===== src/rtl/lpi_pend_pkg.sv =====
// Package: shared state encoding and helpers for the pending-bitmap engine.
// Assumes one request in flight at a time.
package lpi_pend_pkg;

    // Engine sequence states.
    typedef enum logic [2:0] {
        ST_IDLE   = 3'd0,
        ST_READ   = 3'd1,
        ST_MODIFY = 3'd2,
        ST_WRITE  = 3'd3,
        ST_NOTIFY = 3'd4
    } rmw_state_e;

    // Clamp the requested number width to the implemented maximum.
    function automatic logic [4:0] clamp_bits(input logic [4:0] req_bits,
                                              input logic [4:0] max_bits);
        return (req_bits > max_bits) ? max_bits : req_bits;
    endfunction

endpackage


===== src/rtl/lpi_req_check.sv =====
// Module: lpi_req_check
// Decides whether a request is served and where its bit lives.
// Assumes MAX_ID_BITS + 1 < ID_W, so that the range limit fits in ID_W+1 bits.
module lpi_req_check
    import lpi_pend_pkg::*;
#(
    parameter int DATA_W      = 64,
    parameter int ID_W        = 32,
    parameter int ADDR_W      = 32,
    parameter int MAX_ID_BITS = 15
) (
    input  logic [DATA_W-1:0] wr_data,
    input  logic              lpi_en,
    input  logic [4:0]        id_bits,
    input  logic [ADDR_W-1:0] base_addr,
    output logic              in_range,
    output logic              serve_ok,
    output logic [ADDR_W-1:0] byte_addr,
    output logic [2:0]        bit_pos
);
    localparam logic [4:0] MAX_BITS = 5'(MAX_ID_BITS);

    logic [ID_W-1:0] id_num;
    logic [4:0]      bits_eff;
    logic [5:0]      shift_amt;
    logic [ID_W:0]   id_limit;

    // Extract the number and compute the largest implemented value.
    always_comb begin
        id_num    = wr_data[ID_W-1:0];
        bits_eff  = clamp_bits(id_bits, MAX_BITS);
        shift_amt = {1'b0, bits_eff} + 6'd1;
        id_limit  = ({{ID_W{1'b0}}, 1'b1} << shift_amt) - {{ID_W{1'b0}}, 1'b1};
    end

    // Range and enable qualification.
    always_comb begin
        in_range = ({1'b0, id_num} <= id_limit);
        serve_ok = lpi_en && in_range;
    end

    // Byte address and bit position within the bitmap.
    always_comb begin
        byte_addr = base_addr + ADDR_W'(id_num >> 3);
        bit_pos   = id_num[2:0];
    end

endmodule


===== src/rtl/lpi_bit_merge.sv =====
// Module: lpi_bit_merge
// Places the requested value into one bit of a byte and reports whether
// the byte changes. Purely combinational.
module lpi_bit_merge #(
    parameter int BYTE_W = 8,
    parameter int POS_W  = $clog2(BYTE_W)
) (
    input  logic [BYTE_W-1:0] old_byte,
    input  logic [POS_W-1:0]  pos,
    input  logic              want_set,
    output logic [BYTE_W-1:0] new_byte,
    output logic              changed
);
    // One lane per bit: replace the selected lane, keep the others.
    for (genvar g = 0; g < BYTE_W; g++) begin : g_lane
        assign new_byte[g] = (pos == POS_W'(g)) ? want_set : old_byte[g];
    end

    // The byte changes only if the selected bit differs from the request.
    always_comb changed = (old_byte[pos] != want_set);

endmodule


===== src/rtl/lpi_rmw_seq.sv =====
// Module: lpi_rmw_seq
// Read-modify-write sequencer: idle, read, modify, write, notify.
// Assumes the memory holds mem_ack high for a single cycle per access.
module lpi_rmw_seq
    import lpi_pend_pkg::*;
#(
    parameter int ADDR_W = 32,
    parameter int BYTE_W = 8,
    parameter int POS_W  = $clog2(BYTE_W)
) (
    input  logic              clk,
    input  logic              rst_n,
    input  logic              start,
    input  logic              start_set,
    input  logic [ADDR_W-1:0] start_addr,
    input  logic [POS_W-1:0]  start_pos,
    input  logic              mem_ack,
    input  logic [BYTE_W-1:0] mem_rdata,
    input  logic [BYTE_W-1:0] merged_byte,
    input  logic              merge_changed,
    output logic              idle,
    output logic              mem_req,
    output logic              mem_we,
    output logic [ADDR_W-1:0] mem_addr,
    output logic [BYTE_W-1:0] mem_wdata,
    output logic [BYTE_W-1:0] rd_byte,
    output logic [POS_W-1:0]  cur_pos,
    output logic              cur_set,
    output logic              notify
);
    rmw_state_e        state_q, state_d;
    logic [ADDR_W-1:0] addr_q;
    logic [BYTE_W-1:0] rd_q, wr_q;
    logic [POS_W-1:0]  pos_q;
    logic              set_q;

    // Next-state decision.
    always_comb begin
        state_d = state_q;
        case (state_q)
            ST_IDLE:   if (start) state_d = ST_READ;
            ST_READ:   if (mem_ack) state_d = ST_MODIFY;
            ST_MODIFY: state_d = merge_changed ? ST_WRITE : ST_IDLE;
            ST_WRITE:  if (mem_ack) state_d = ST_NOTIFY;
            ST_NOTIFY: state_d = ST_IDLE;
            default:   state_d = ST_IDLE;
        endcase
    end

    // State register.
    always_ff @(posedge clk) begin
        if (!rst_n) state_q <= ST_IDLE;
        else        state_q <= state_d;
    end

    // Capture the request fields on acceptance.
    always_ff @(posedge clk) begin
        if (!rst_n) begin
            addr_q <= '0;
            pos_q  <= '0;
            set_q  <= 1'b0;
        end else if (state_q == ST_IDLE && start) begin
            addr_q <= start_addr;
            pos_q  <= start_pos;
            set_q  <= start_set;
        end
    end

    // Capture the read byte when the read is acknowledged.
    always_ff @(posedge clk) begin
        if (!rst_n)                           rd_q <= '0;
        else if (state_q == ST_READ && mem_ack) rd_q <= mem_rdata;
    end

    // Hold the merged byte for the write phase.
    always_ff @(posedge clk) begin
        if (!rst_n)                  wr_q <= '0;
        else if (state_q == ST_MODIFY) wr_q <= merged_byte;
    end

    // Drive the memory port and the status outputs.
    always_comb begin
        idle      = (state_q == ST_IDLE);
        mem_req   = (state_q == ST_READ) || (state_q == ST_WRITE);
        mem_we    = (state_q == ST_WRITE);
        mem_addr  = addr_q;
        mem_wdata = wr_q;
        rd_byte   = rd_q;
        cur_pos   = pos_q;
        cur_set   = set_q;
        notify    = (state_q == ST_NOTIFY);
    end

    // the address does not move while an access waits for its ack.
    assert_addr_hold_R10: assert property (@(posedge clk) disable iff (!rst_n)
        (mem_req && !mem_ack) |=> (mem_req && $stable(mem_addr)));

    // the byte written back differs from the byte read in one bit.
    assert_one_bit_change_R8: assert property (@(posedge clk) disable iff (!rst_n)
        (mem_req && mem_we) |-> ($countones(mem_wdata ^ rd_q) == 1));

endmodule


===== src/rtl/lpi_pend_engine.sv =====
// Module: lpi_pend_engine (top)
// Serves set/clear-pending writes with a byte read-modify-write on the
// pending bitmap. It drops requests that are disabled or out of range, and
// pulses prio_update only when the bitmap really changes.
// Assumes a single-request memory port that answers every access with a
// one-cycle mem_ack.
module lpi_pend_engine #(
    parameter int DATA_W      = 64,
    parameter int ID_W        = 32,
    parameter int ADDR_W      = 32,
    parameter int BYTE_W      = 8,
    parameter int MAX_ID_BITS = 15
) (
    input  logic              clk,
    input  logic              rst_n,
    input  logic              req_valid,
    input  logic              req_set,
    input  logic [DATA_W-1:0] req_data,
    output logic              req_ready,
    input  logic              lpi_en,
    input  logic [ADDR_W-1:0] pend_base,
    input  logic [4:0]        id_bits,
    output logic              mem_req,
    output logic              mem_we,
    output logic [ADDR_W-1:0] mem_addr,
    output logic [BYTE_W-1:0] mem_wdata,
    input  logic              mem_ack,
    input  logic [BYTE_W-1:0] mem_rdata,
    output logic              prio_update
);
    localparam int POS_W = $clog2(BYTE_W);

    logic              in_range, serve_ok, start, idle;
    logic [ADDR_W-1:0] chk_addr;
    logic [2:0]        chk_pos;
    logic [BYTE_W-1:0] rd_byte, merged_byte;
    logic [POS_W-1:0]  cur_pos;
    logic              cur_set, merge_changed;

    lpi_req_check #(
        .DATA_W(DATA_W), .ID_W(ID_W), .ADDR_W(ADDR_W), .MAX_ID_BITS(MAX_ID_BITS)
    ) u_check (
        .wr_data  (req_data),
        .lpi_en   (lpi_en),
        .id_bits  (id_bits),
        .base_addr(pend_base),
        .in_range (in_range),
        .serve_ok (serve_ok),
        .byte_addr(chk_addr),
        .bit_pos  (chk_pos)
    );

    // A request starts only when idle and qualified.
    always_comb start = req_valid && idle && serve_ok;

    lpi_rmw_seq #(.ADDR_W(ADDR_W), .BYTE_W(BYTE_W), .POS_W(POS_W)) u_seq (
        .clk          (clk),
        .rst_n        (rst_n),
        .start        (start),
        .start_set    (req_set),
        .start_addr   (chk_addr),
        .start_pos    (POS_W'(chk_pos)),
        .mem_ack      (mem_ack),
        .mem_rdata    (mem_rdata),
        .merged_byte  (merged_byte),
        .merge_changed(merge_changed),
        .idle         (idle),
        .mem_req      (mem_req),
        .mem_we       (mem_we),
        .mem_addr     (mem_addr),
        .mem_wdata    (mem_wdata),
        .rd_byte      (rd_byte),
        .cur_pos      (cur_pos),
        .cur_set      (cur_set),
        .notify       (prio_update)
    );

    lpi_bit_merge #(.BYTE_W(BYTE_W), .POS_W(POS_W)) u_merge (
        .old_byte(rd_byte),
        .pos     (cur_pos),
        .want_set(cur_set),
        .new_byte(merged_byte),
        .changed (merge_changed)
    );

    // Ready mirrors the idle state.
    always_comb req_ready = idle;

    // an accepted request takes the engine busy and starts a read.
    assert_busy_after_accept_R1: assert property (@(posedge clk) disable iff (!rst_n)
        (req_valid && req_ready && serve_ok) |=> (!req_ready && mem_req && !mem_we));

    // a disabled request leaves the engine idle.
    assert_disabled_drop_R2: assert property (@(posedge clk) disable iff (!rst_n)
        (req_valid && req_ready && !lpi_en) |=> (req_ready && !mem_req));

    // an out-of-range request leaves the engine idle.
    assert_range_drop_R3: assert property (@(posedge clk) disable iff (!rst_n)
        (req_valid && req_ready && !in_range) |=> (req_ready && !mem_req));

    // the pulse lasts one cycle and follows a write acknowledge.
    assert_pulse_single_R9: assert property (@(posedge clk) disable iff (!rst_n)
        prio_update |=> !prio_update);
    assert_pulse_after_write_R9: assert property (@(posedge clk) disable iff (!rst_n)
        $rose(prio_update) |-> $past(mem_req && mem_we && mem_ack));

endmodule


===== config.mk =====
export PLATFORM = sky130hd
export DESIGN_NAME = lpi_pend_engine
export DESIGN_NICKNAME = d
export VERILOG_FILES = /design/src/rtl/lpi_pend_pkg.sv /design/src/rtl/lpi_req_check.sv /design/src/rtl/lpi_bit_merge.sv /design/src/rtl/lpi_rmw_seq.sv /design/src/rtl/lpi_pend_engine.sv
export SDC_FILE = /design/constraint.sdc
export NUM_CORES = 1
export LEC_CHECK = 0
export BUFFER_PORTS_ARGS = -buffer_cell sky130_fd_sc_hd__buf_2
export CAP_MARGIN = 20
export CORE_ASPECT_RATIO = 0.8
export CORE_MARGIN = 2
export CORE_UTILIZATION = 40
export CTS_CLUSTER_DIAMETER = 50
export DETAILED_ROUTE_END_ITERATION = 12
export HOLD_SLACK_MARGIN = 0.06
export PLACE_DENSITY = 0.71
export RECOVER_POWER = 100
export SLEW_MARGIN = 20
export SYNTH_ARGS = -nofsm -noshare
export SYNTH_HDL_FRONTEND = slang
export SYNTH_SLANG_ARGS = --single-unit

===== constraint.sdc =====
create_clock -name clk -period 4.7 [get_ports clk]
set_input_delay 1.175 -clock clk [delete_from_list [all_inputs] [get_ports clk]]
set_output_delay 1.175 -clock clk [all_outputs]
set_load 0.05 [all_outputs]

==> impl_metrics.py <==
metrics = {
    "outcome": {
        "status": "completed",
    },
    "clocking": {
        "cts_tree": "built",
        "clkTransAtPathRegs_ns": 0.07,
        "clock_latency_ns": 0.30,
        "cts_buffers": 5,
        "post-cts-setup-buffers": 0,
        "cts.sinks": 55,
        "clockBufferDepth": 2,
        "h-tree-depth": 2,
        "ctsHoldBuffers": 0,
        "root_buffer": "clkbuf_16",
        "cts_resized": 0,
    },
    "synthesis": {
        "ys.flop_type": "dfxtp_1",
        "synth_cell_type_count": 67,
        "ys_top_cells_by_area": "dfxtp_1, ha_1, mux2i_1",
        "netlist_instances": 569,
        "synth_edf_count": 0,
        "synth_seq_cells": 55,
        "ys_seq_area_share_pct": 23.24,
        "yosysTopAreaCellShare_pct": 23.24,
        "post-synth-top-area-cell": "dfxtp_1",
        "async_flop_share_pct": 0,
        "syn-cell-area_sq_um": 4738,
        "synth.avg_cell_area_sq_um": 8.327,
        "yosys_warnings": 0,
    },
    "floorplanning": {
        "io_pins": 159,
        "die_h_microns": 101.3,
        "core-area_sq_um": 11520,
        "start_util_pct": 41.14,
        "die_w_microns": 125.7,
        "die_area_sq_um": 12740,
        "placementRows": 35,
    },
    "power": {
        "switchingPower_w": 0.0005286,
        "seqPwrFrac_pct": 34.6,
        "comb_power_share_pct": 36.0,
        "netSwitchingFraction_pct": 35.97,
        "ir_drop_v": 0.0001397,
        "power.leakage_nw": 2.648,
        "internal_power_w": 0.0009409,
        "clkPwrFrac_pct": 29.4,
        "power_per_cell_area_nw_per_um2": 260.2,
    },
    "timing": {
        "max_slew_margin_pct": 6.150,
        "fin_crit_sh_pct": 92.55,
        "rsz0062_at_grt": "no",
        "tns_ns": 0,
        "report.final.slew_viol_count": 0,
        "hold_ws_ns": 0.4534,
        "final_hold_viol_count": 0,
        "fin_skew_ns": 0.008276,
        "layout_min_cycle_time_ns": 4.350,
        "max_freq_ghz": 0.2299,
        "tightest_slew_ns": 1.408,
        "setup_violations": 0,
    },
    "cells_and_area": {
        "diodes": 0,
        "final_nets": 871,
        "area_growth_pct": 19.17,
        "final_layout_size_suffix_gt1_share_pct": 16.88,
    },
    "min_path": {
        "hold_depth": 2,
        "hold_class": "register to register",
    },
    "critical_path": {
        "worstPathMaxFanout": 8,
        "start_kind": "input pin",
        "path_class": "input pin to register",
        "worstPathArrival_ns": 4.56,
        "end_kind": "register",
        "reg2reg_depth": 6,
        "worst_ep_required_time_ns": 4.91,
    },
    "grt": {
        "busiest_layer": "met2",
        "met1_usage_pct": 25.76,
        "grt_max_degree": 32,
        "antenna_found_initial": 0,
        "grt_overflow": 0,
        "grt_usage_pct": 19.80,
        "grt_pass1_wl_microns": 20430,
        "grt_pass1_vias": 4275,
        "met2_usage_pct": 33.64,
        "gr-usage-met3_pct": 3.909,
    },
    "route": {
        "dr_total_vias": 4526,
        "wire_per_inst_microns": 15.27,
        "wl_microns": 12850,
        "drt_iter0_markers": 214,
        "drtPass1Iterations": 6,
        "antenna_left": 0,
        "viasPerCell": 5.382,
        "route.detailed.drc": 0,
    },
    "placed_design": {
        "gp_congestion": 0.8638,
        "port_buffers": 126,
        "dp_hpwl_microns": 10530,
    },
    "flow_run": {
        "drv_cap": 0,
    },
}
==> power groups by stage <==
stage                     clock network, W  logic [W]  registers (W)
after floorplan                          0   0.000320       0.000588
after global placement                   0   0.000515       0.000518
after detailed placement                 0   0.000532       0.000519
after CTS                         0.000441   0.000534       0.000508
after global routing              0.000462   0.000581       0.000513
final                             0.000432   0.000529       0.000509
==> synth_stat cells (4+ instances only) <==
cell type,n
nor3_1,9
dfxtp_1,55
buf_2,4
mux2i_1,45
nand2_1,41
nor2_1,73
o21ai_0,20
a211oi_1,12
clkbuf_1,20
a21oi_1,43
xnor2_1,14
nand3_1,21
inv_1,12
a31oi_1,7
nor2b_1,8
nor3b_1,4
ha_1,62
o21a_1,6
o21ai_1,5
xor2_1,14
nand4_1,8
a21o_1,23
==> state kept, by name (all words and copies together) (netlist names) <==
register	flops
u_seq.cur_pos	3
u_seq.rd_byte	8
u_seq.mem_addr	32
u_seq.cur_set	1
u_seq.mem_wdata	8
u_seq.state_q	3
==> metal layers <==
metal  routed length, microns  part of all wire [%]  vias to the layer above
met1                     6050                    47                     2067
met2                     5852                    46                      131
met4                      206                   1.6                        0
li1                         -                     -                     2314
met3                      737                   5.7                       14
met5                        0                     0                        -
==> area by class of cell <==
class,instances,area (sq um)
Clock buffer,5,125.1
Sequential cell,55,1101
Timing Repair Buffer,137,664.4
Clock inverter,2,37.54
Fill cell,1133,5871
Inverter,12,45.04
Tap cell,148,185.2
Multi-Input combinational cell,482,3488
==> cells by family after synthesis <==
| logic type | count (synthesis) | share of synthesized area, % |
|---|---|---|
| AO/OA/AOI/OAI | 148 | 21.52 |
| AND/OR/NAND/NOR | 185 | 18.64 |
| other | 1 | 0.07914 |
| XOR/XNOR | 28 | 5.176 |
| buffers and inverters | 41 | 3.855 |
| multiplexers | 48 | 10.69 |
| flip-flops | 55 | 23.24 |
| adder cells (fa/ha/maj) | 63 | 16.79 |
==> final timing paths <==
check | startpoint | endpoint | slack, ns
setup reg to reg | u_seq.state_q[1]$_SDFFE_PN0P_ | u_seq.mem_addr[30]$_SDFFE_PN0P_ | 2.82
hold reg to reg | u_seq.mem_addr[26]$_SDFFE_PN0P_ | u_seq.mem_addr[26]$_SDFFE_PN0P_ | 0.45
hold / removal | u_seq.mem_addr[26]$_SDFFE_PN0P_ | u_seq.mem_addr[26]$_SDFFE_PN0P_ | 0.45
setup / recovery | id_bits[1] | u_seq.mem_addr[30]$_SDFFE_PN0P_ | 0.35
==> placed cells by master (no fill, tap or decap), types with 7 or more instances in the layout <==
| master | count |
|---|---|
| a211oi_1 | 12 |
| a21o_1 | 23 |
| a21oi_1 | 43 |
| a31oi_1 | 7 |
| buf_2 | 80 |
| buf_4 | 9 |
| clkbuf_1 | 47 |
| conb_1 | 10 |
| dfxtp_1 | 55 |
| ha_1 | 62 |
| inv_1 | 12 |
| mux2i_1 | 45 |
| nand2_1 | 41 |
| nand3_1 | 21 |
| nand4_1 | 8 |
| nor2_1 | 73 |
| nor2b_1 | 8 |
| nor3_1 | 9 |
| o21ai_0 | 21 |
| xnor2_1 | 14 |
| xor2_1 | 14 |
==> through the flow <==
step	power [W]	instances	setup WS, ns	utilization [%]	cell area (sq um)
floorplan	0.0009084	578	0.1019	-	4772
global placement	0.001032	833	0.1079	48.08	5538
detailed placement	0.001050	833	0.04130	48.08	5538
CTS	0.001484	840	0.3355	49.49	5700
global route	0.001556	841	0.02361	49.03	5647
finish	0.001470	841	0.3503	49.03	5647
==> worst max-delay path: stages <==
cell      delay, ns
clkbuf_1       0.09
or2_4          0.29
nor2_8         0.10
nand2_1        0.06
ha_1           0.19
nor2b_1        0.14
nor2b_1        0.22
mux2i_1        0.11
o21a_1         0.19
ha_1           0.29
nand2_1        0.07
nor4_2         0.16
nor3b_2        0.30
a31oi_2        0.18
a31oi_4        0.24
nand2_2        0.19
a311o_1        0.37
a211oi_2       0.20
Note: power is estimated with default switching activity, not from simulation.
